File: config.mk
export PLATFORM = sky130hd
export DESIGN_NAME = tsense_ctl
export DESIGN_NICKNAME = d
export VERILOG_FILES = /design/src/rtl/tsense_pkg.sv /design/src/rtl/tsense_edge.sv /design/src/rtl/tsense_ctrl_reg.sv /design/src/rtl/tsense_decode.sv /design/src/rtl/tsense_readout.sv /design/src/rtl/tsense_ctl.sv
export SDC_FILE = /design/constraint.sdc
export NUM_CORES = 1
export LEC_CHECK = 0
export BUFFER_PORTS_ARGS = -buffer_cell sky130_fd_sc_hd__buf_2
export CAP_MARGIN = 20
export CORE_ASPECT_RATIO = 1.25
export CORE_UTILIZATION = 45
export CTS_CLUSTER_SIZE = 16
export DETAILED_ROUTE_END_ITERATION = 10
export PLACE_DENSITY = 0.76
export SETUP_SLACK_MARGIN = 0.05
export SLEW_MARGIN = 10
export SYNTH_ARGS = -nofsm -noshare
export SYNTH_HDL_FRONTEND = slang
export SYNTH_SLANG_ARGS = --single-unit
File: constraint.sdc
create_clock -name clk -period 2.5 [get_ports clk]
set_input_delay 0.125 -clock clk [delete_from_list [all_inputs] [get_ports clk]]
set_output_delay 0.125 -clock clk [all_outputs]
set_load 0.02 [all_outputs]
File: src/rtl/tsense_pkg.sv
package tsense_pkg;

    localparam int CR_W    = 10;
    localparam int DAC_W   = 5;
    localparam int ADDR_W  = 3;
    localparam int N_CHAN  = 6;
    localparam int RES_W   = 8;
    localparam int RCNT_W  = $clog2(RES_W);

    // Active configuration; packing order gives bit 9 down to bit 0.
    typedef struct packed {
        logic              head_b;
        logic              src_req;
        logic [DAC_W-1:0]  offset;
        logic [ADDR_W-1:0] chan;
    } cr_fields_t;

    // One-hot channel decode; addresses beyond the channel count select nothing.
    function automatic logic [N_CHAN-1:0] chan_decode(input logic [ADDR_W-1:0] a);
        logic [N_CHAN-1:0] r;
        for (int i = 0; i < N_CHAN; i++) begin
            r[i] = (a == ADDR_W'(i));
        end
        return r;
    endfunction

endpackage

File: src/rtl/tsense_edge.sv
module tsense_edge #(
    parameter int N       = 1,
    parameter bit FALLING = 1'b0
) (
    input  logic         clk,
    input  logic         rst,
    input  logic [N-1:0] din,
    output logic [N-1:0] pulse
);

    logic [N-1:0] prev_q;

    always_ff @(posedge clk) begin
        if (rst) prev_q <= '0;
        else     prev_q <= din;
    end

    generate
        if (FALLING) begin : g_fall
            assign pulse = prev_q & ~din;
        end else begin : g_rise
            assign pulse = ~prev_q & din;
        end
    endgenerate

endmodule

File: src/rtl/tsense_ctrl_reg.sv
module tsense_ctrl_reg
    import tsense_pkg::*;
(
    input  logic       clk,
    input  logic       rst,
    input  logic       shift_en,
    input  logic       sdata,
    input  logic       hold_open,
    output cr_fields_t active
);

    logic [CR_W-1:0] sr_q;
    logic [CR_W-1:0] held_q;

    always_ff @(posedge clk) begin
        if (rst) begin
            sr_q <= '0;
        end else if (shift_en) begin
            sr_q <= {sr_q[CR_W-2:0], sdata};
        end
    end

    always_ff @(posedge clk) begin
        if (rst) begin
            held_q <= '0;
        end else if (hold_open) begin
            held_q <= sr_q;
        end
    end

    assign active = cr_fields_t'(hold_open ? sr_q : held_q);

endmodule

File: src/rtl/tsense_decode.sv
module tsense_decode
    import tsense_pkg::*;
(
    input  cr_fields_t        active,
    input  logic              src_enable_n,
    output logic              head_b_sel,
    output logic              src_on,
    output logic [DAC_W-1:0]  dac_code,
    output logic [N_CHAN-1:0] chan_sel
);

    always_comb begin
        head_b_sel = active.head_b;
        src_on     = active.src_req & ~src_enable_n;
        dac_code   = active.offset;
        chan_sel   = chan_decode(active.chan);
    end

endmodule

File: src/rtl/tsense_readout.sv
module tsense_readout
    import tsense_pkg::*;
(
    input  logic             clk,
    input  logic             rst,
    input  logic             start_lvl,
    input  logic             start_rise,
    input  logic             sclk_fall,
    input  logic [RES_W-1:0] result,
    output logic             sdo,
    output logic             sdo_oe
);

    localparam int LAST = RES_W - 1;

    logic [RES_W-1:0]  word_q;
    logic [RCNT_W-1:0] cnt_q;
    logic              active_q;

    always_ff @(posedge clk) begin
        if (rst) begin
            word_q   <= '0;
            cnt_q    <= '0;
            active_q <= 1'b0;
        end else if (!start_lvl) begin
            active_q <= 1'b0;
        end else if (start_rise) begin
            word_q   <= result;
            cnt_q    <= '0;
            active_q <= 1'b1;
        end else if (active_q && sclk_fall && (cnt_q < RCNT_W'(LAST))) begin
            word_q <= {word_q[RES_W-2:0], 1'b0};
            cnt_q  <= cnt_q + 1'b1;
        end
    end

    assign sdo    = word_q[RES_W-1];
    assign sdo_oe = active_q;

endmodule

File: src/rtl/tsense_ctl.sv
module tsense_ctl
    import tsense_pkg::*;
(
    input  logic             clk,
    input  logic             rst,
    input  logic             cr_clk,
    input  logic             cr_data,
    input  logic             cr_latch,
    input  logic             src_enable_n,
    input  logic             conv_start,
    input  logic             conv_clk,
    input  logic [RES_W-1:0] conv_result,
    output logic             head_b_sel,
    output logic             src_on,
    output logic [DAC_W-1:0] dac_code,
    output logic [N_CHAN-1:0] chan_sel,
    output logic             ad_data,
    output logic             ad_oe
);

    logic [1:0] rise_vec;
    logic       sclk_fall;
    cr_fields_t active;

    tsense_edge #(.N(2), .FALLING(1'b0)) u_rise (
        .clk   (clk),
        .rst   (rst),
        .din   ({conv_start, cr_clk}),
        .pulse (rise_vec)
    );

    tsense_edge #(.N(1), .FALLING(1'b1)) u_fall (
        .clk   (clk),
        .rst   (rst),
        .din   (conv_clk),
        .pulse (sclk_fall)
    );

    tsense_ctrl_reg u_creg (
        .clk       (clk),
        .rst       (rst),
        .shift_en  (rise_vec[0]),
        .sdata     (cr_data),
        .hold_open (cr_latch),
        .active    (active)
    );

    tsense_decode u_dec (
        .active       (active),
        .src_enable_n (src_enable_n),
        .head_b_sel   (head_b_sel),
        .src_on       (src_on),
        .dac_code     (dac_code),
        .chan_sel     (chan_sel)
    );

    tsense_readout u_rd (
        .clk        (clk),
        .rst        (rst),
        .start_lvl  (conv_start),
        .start_rise (rise_vec[1]),
        .sclk_fall  (sclk_fall),
        .result     (conv_result),
        .sdo        (ad_data),
        .sdo_oe     (ad_oe)
    );

endmodule

After elaboration in Yosys (flattened, before gate mapping). Index checks and enable logic that the tools add are counted.

Add/sub/neg operators: 1. Magnitude comparators: 1. Eq/ne operators: 5. Muxes and demuxes: 5. Bitwise operators: 7. Reductions and logical operators: 6.

Operator list (number): 2-to-1 mux 8 bit (2); 2-to-1 mux 10 bit (1); equality test 3 x 2 -> 1 bit (second input constant) (2); equality test 3 bit (second input constant) (2); 2-to-1 mux 3 bit (2); adder 3 x 1 -> 3 bit (second input constant) (1); equality test 3 x 1 -> 1 bit (second input constant) (1); zero test 3 bit (1); less-than comparator 3 bit (second input constant) (1); inverter 1 bit (3); AND 1 bit (2); AND 2 bit (1); logical AND 1 bit (2); inverter 2 bit (1); AND reduction 2 bit (1); nonzero test 2 bit (1); OR reduction 2 bit (1).

Bits in registers: 35. Word-level logic and storage cells: 32.

Logic depth before layout (Yosys ltp).
Depth after elaboration: 6. Gate-level depth with buffers: 5. Depth with buffers taken out: 3.

By module. Synthesis repeated with hierarchy kept, for this count alone.

Cell total of the unflattened synthesis: 150. Area, all modules: 1589.0 µm².

By module, submodules not included: tsense_ctrl_reg (times used 1, cells each 64, area each 777.0 µm², seq. area each 400.4 µm²); tsense_readout (times used 1, cells each 64, area each 608.1 µm², seq. area each 240.2 µm²); tsense_decode (times used 1, cells each 13, area each 98.8 µm², seq. area each 0.0 µm²); tsense_edge at u_rise (times used 1, cells each 6, area each 70.1 µm², seq. area each 40.0 µm²); tsense_edge at u_fall (times used 1, cells each 3, area each 35.0 µm², seq. area each 20.0 µm²).

Worst setup path after synthesis. Ideal clock, no wire load.

Kind: reg2reg. From: reg u_rd.active_q, in the netlist u_rd.sdo_oe. To: reg u_rd.word_q[7]. Setup time: 103 ps. Arrival: 1187 ps. Data required time: 2397 ps. Setup slack: 1209 ps. Stages on the path, launching flop included: 5. Period minus slack after synthesis: 1291 ps. Path through: dfxtp_1 and4b_1 buf_4 a211oi_1 a2111oi_2.

Word-level cells in the longest chain between the ends: 4.

RTL lines: start: declaration (line tsense_readout.sv:18) `logic active_q;`; start signal: assignment (line tsense_readout.sv:24) `active_q <= 1'b0;`; start signal: assignment (line tsense_readout.sv:26) `active_q <= 1'b0;`; start signal: assignment (line tsense_readout.sv:30) `active_q <= 1'b1;`; logical AND 1 bit (2 in series) (line tsense_readout.sv:31) `end else if (active_q && sclk_fall && (cnt_q < RCNT_W'(LAST))) begin`; nonzero test 2 bit (no line); AND reduction 2 bit (no line); end signal: assignment (line tsense_readout.sv:28) `word_q <= result;`; end signal: assignment (line tsense_readout.sv:32) `word_q <= {word_q[RES_W-2:0], 1'b0};`; end: declaration (line tsense_readout.sv:16) `logic [RES_W-1:0] word_q;`.

No other way between the ends. A chain may end at the register's enable or synchronous reset.

Worst setup path after layout.
From: reg u_rise.prev_q[1]. To: reg u_rd.word_q[7].

Word-level cells in the longest chain between the ends: 4. Elaborated cells on any way between the ends: 5. Those cells by class: mux: 1; bitwise: 2; reduce/logical: 2.

RTL lines: start: declaration (line tsense_edge.sv:11) `logic [N-1:0] prev_q;`; start signal: assignment (line tsense_edge.sv:15) `else prev_q <= din;`; inverter 2 bit (*) (line tsense_edge.sv:22) `assign pulse = ~prev_q & din;`; AND 2 bit (*) (line tsense_edge.sv:22); nonzero test 2 bit (no line); AND reduction 2 bit (no line).

Every way passes the cells marked *; elsewhere a longest branch is shown, timed or not.

==> results.toml <==
[die]
initial_utilization_pct = 47.1
dieWidth_um = 53.7
ioPinCount = 31
die-area_um2 = 3580
coreArea_um2 = 3190
rows = 23
fp.dieH_um = 66.7

[synth]
synth_most_common_cell = "dfxtp_1"
netlist_instances = 173
yosysSeqAreaShare_pct = 46.6
avgSynthCellArea_um2 = 8.70
netlist_top_cells_count = "dfxtp_1, nor2_1, nand2_1, a21oi_1, nor2b_1"
ys_top_cells_by_area = "dfxtp_1, nor2_1, mux2_2"
synth_ff_type = "dfxtp_1"
async_flop_share_pct = 0
yosys.area.top_type = "dfxtp_1"
ys_ff_latch = 35
synth_edf_count = 0
netlist_area_um2 = 1510
yosys.area.top_type_share_pct = 46.6
ys_warn_count = 0
ys_types = 29
synth_fp_nets = 190

[critical_path]
rr_startpoint = "u_rise.prev_q[1]$_SDFF_PP0_"
cp_max_fo = 16
ff2ff_path_depth = 3
end_kind = "flop"
arrival_ns = 1.55
start_kind = "flop"
required_ns = 2.69
r2r_slack_ns = 1.14
critical_path_class = "flop to flop"
rr_endpoint = "u_rd.word_q[7]$_SDFFE_PP0P_"
worstSetupStartpoint = "u_rise.prev_q[1]$_SDFF_PP0_"
endpoint = "u_rd.word_q[7]$_SDFFE_PP0P_"

[final_layout]
syn2layout_area_growth_pct = 14.5
final_nets = 211
diodes = 0
final_layout_size_suffix_gt1_share_pct = 23.6
fin_cells = 232
postLayoutCoreUtil_pct = 53.9

[timing]
skew_ns = 0.0105
rsz0062_at_grt = "no"
worst_pin_slew_ns = 0.638
maxSlewHeadroom_pct = 57.4
slew_violations = 0
fin_setup_tns_ns = 0
final.min_clock_period_ns = 1.36
fmax_mhz = 736
hold_violations = 0
setup_violations = 0
finalWorstSetupSlack_ns = 1.14
fin_crit_sh_pct = 54.4

[route]
antenna_left = 0
detail_route.first_pass.iterations = 5
drcViolationCount = 0
drt_iter0_drc = 23
via_count = 1232
via_per_inst = 5.31
detail_route.wl_per_cell_um = 12.1
wirelength_um = 2820

[global_route]
grt_pass1_wl_um = 4590
grt_overflow_total = 0
antenna_found_initial = 0
grt_usage_pct = 17.9
grt_start_max_net_pins = 34
grt_pass1_vias = 1065

[hold_path]
hold_path_class = "input pin to flop"

[cts]
numCtsBuffers = 5
post_cts_resized = 0
clock_latency_ns = 0.29
clk_pin_slew_worst_paths_ns = 0.08
h-tree-depth = 2
post_cts_buffers = 0
cts-hold-fix-buffers = 0
cts_sinks = 35
cts_root_buf = "clkbuf_8"
cts_tree = "done"
cts.path.max_buffers = 2

[placement]
place_hpwl_um = 1850
place_ws_ns = 1.17
gp_congestion = 0.757
portBuffers = 30
dp_cells = 224

[flow_run]
cap_violations = 0

[pwr]
ir_drop_mv = 0.443
leakagePower_nw = 0.701
p_per_area_nw_per_um2 = 679

[run_status]
status = "completed"
==> critical path: stages, from the launching register on <==
cell	delay (ns)
dfxtp_1	0.38
nand2b_1	0.50
nor2_1	0.10
a2111oi_2	0.28
==> cell families after synthesis <==
family | Yosys count | synth area share (%)
buffers and inverters | 19 | 6.82
AOI/OAI and AO/OA | 35 | 15.1
adders and majority gates | 1 | 0.831
muxes | 11 | 7.90
and+or+nand+nor | 72 | 22.8
DFF | 35 | 46.6
==> worst min-delay path by stage <==
stage | cells past startpoint | endpoint | slack, ns | start
3_5_place_dp | 2 | u_rise.prev_q[0]$_SDFF_PP0_ | 0.37 | cr_clk
4_1_cts | 3 | u_creg.sr_q[0]$_SDFFE_PP0P_ | 0.06 | cr_data
6_report | 3 | u_creg.sr_q[0]$_SDFFE_PP0P_ | 0.07 | cr_data
2_1_floorplan | 1 | u_rd.word_q[7]$_SDFFE_PP0P_ | 0.19 | rst
3_3_place_gp | 2 | u_fall.prev_q$_SDFF_PP0_ | 0.36 | conv_clk
5_1_grt | 3 | u_creg.sr_q[0]$_SDFFE_PP0P_ | 0.07 | cr_data
==> power by group <==
part / switching, W / leakage (nW) / total [W] / internal [W]
clock network: 0.000208 / 0.0581 / 0.000504 / 0.000297
logic: 0.0000507 / 0.358 / 0.0000826 / 0.0000319
registers: 0.00000999 / 0.285 / 0.000583 / 0.000573
total: 0.000268 / 0.701 / 0.00117 / 0.000901
==> layout make-up <==
type / instances / area [um^2]
flip-flops and latches: 35 / 701
clock inverters: 3 / 43.8
fillers: 301 / 1470
clock buffers: 5 / 68.8
inverters: 3 / 11.3
multi-input cells: 119 / 702
well taps: 37 / 46.3
repair buffers: 30 / 150
==> placed cells by master, fill, tap and decap left out, drive strengths merged, types with 6 or more instances in the layout <==
cell type,instances
nand3,8
a311oi,6
o21ai,7
a21oi,12
nor2,22
dfxtp,35
nor2b,11
mux2,7
nand2,21
buf,30
==> layer usage <==
metal | part of all wire [%] | GRT usage, % | wire length [um] | vias up
met2 | 44 | 26.7 | 1230 | 25
met1 | 50 | 22.4 | 1420 | 567
met4 | 1.7 | 7.89 | 47 | 0
met3 | 4.3 | 6.85 | 121 | 5
li1 | - | - | - | 635
met5 | 0 | 0 | 0 | -
==> state kept, by name, summed over array words and instances, names as in the netlist <==
signal,count
u_rd.word_q,8
u_rise.prev_q,2
u_creg.held_q,10
u_rd.sdo_oe,1
u_creg.sr_q,10
u_fall.prev_q,1
u_rd.cnt_q,3
==> metrics by stage <==
step | cell area (um^2) | total power (W) | hold slack (ns)
after CTS | 1720 | 0.00118 | 0.0644
after global routing | 1720 | 0.00122 | 0.0740
final | 1720 | 0.00117 | 0.0700
after detailed placement | 1610 | 0.000678 | 0.370
after global placement | 1610 | 0.000677 | 0.359
after floorplan | 1510 | 0.000653 | 0.194
No activity file was read; power rests on OpenSTA's default activity.
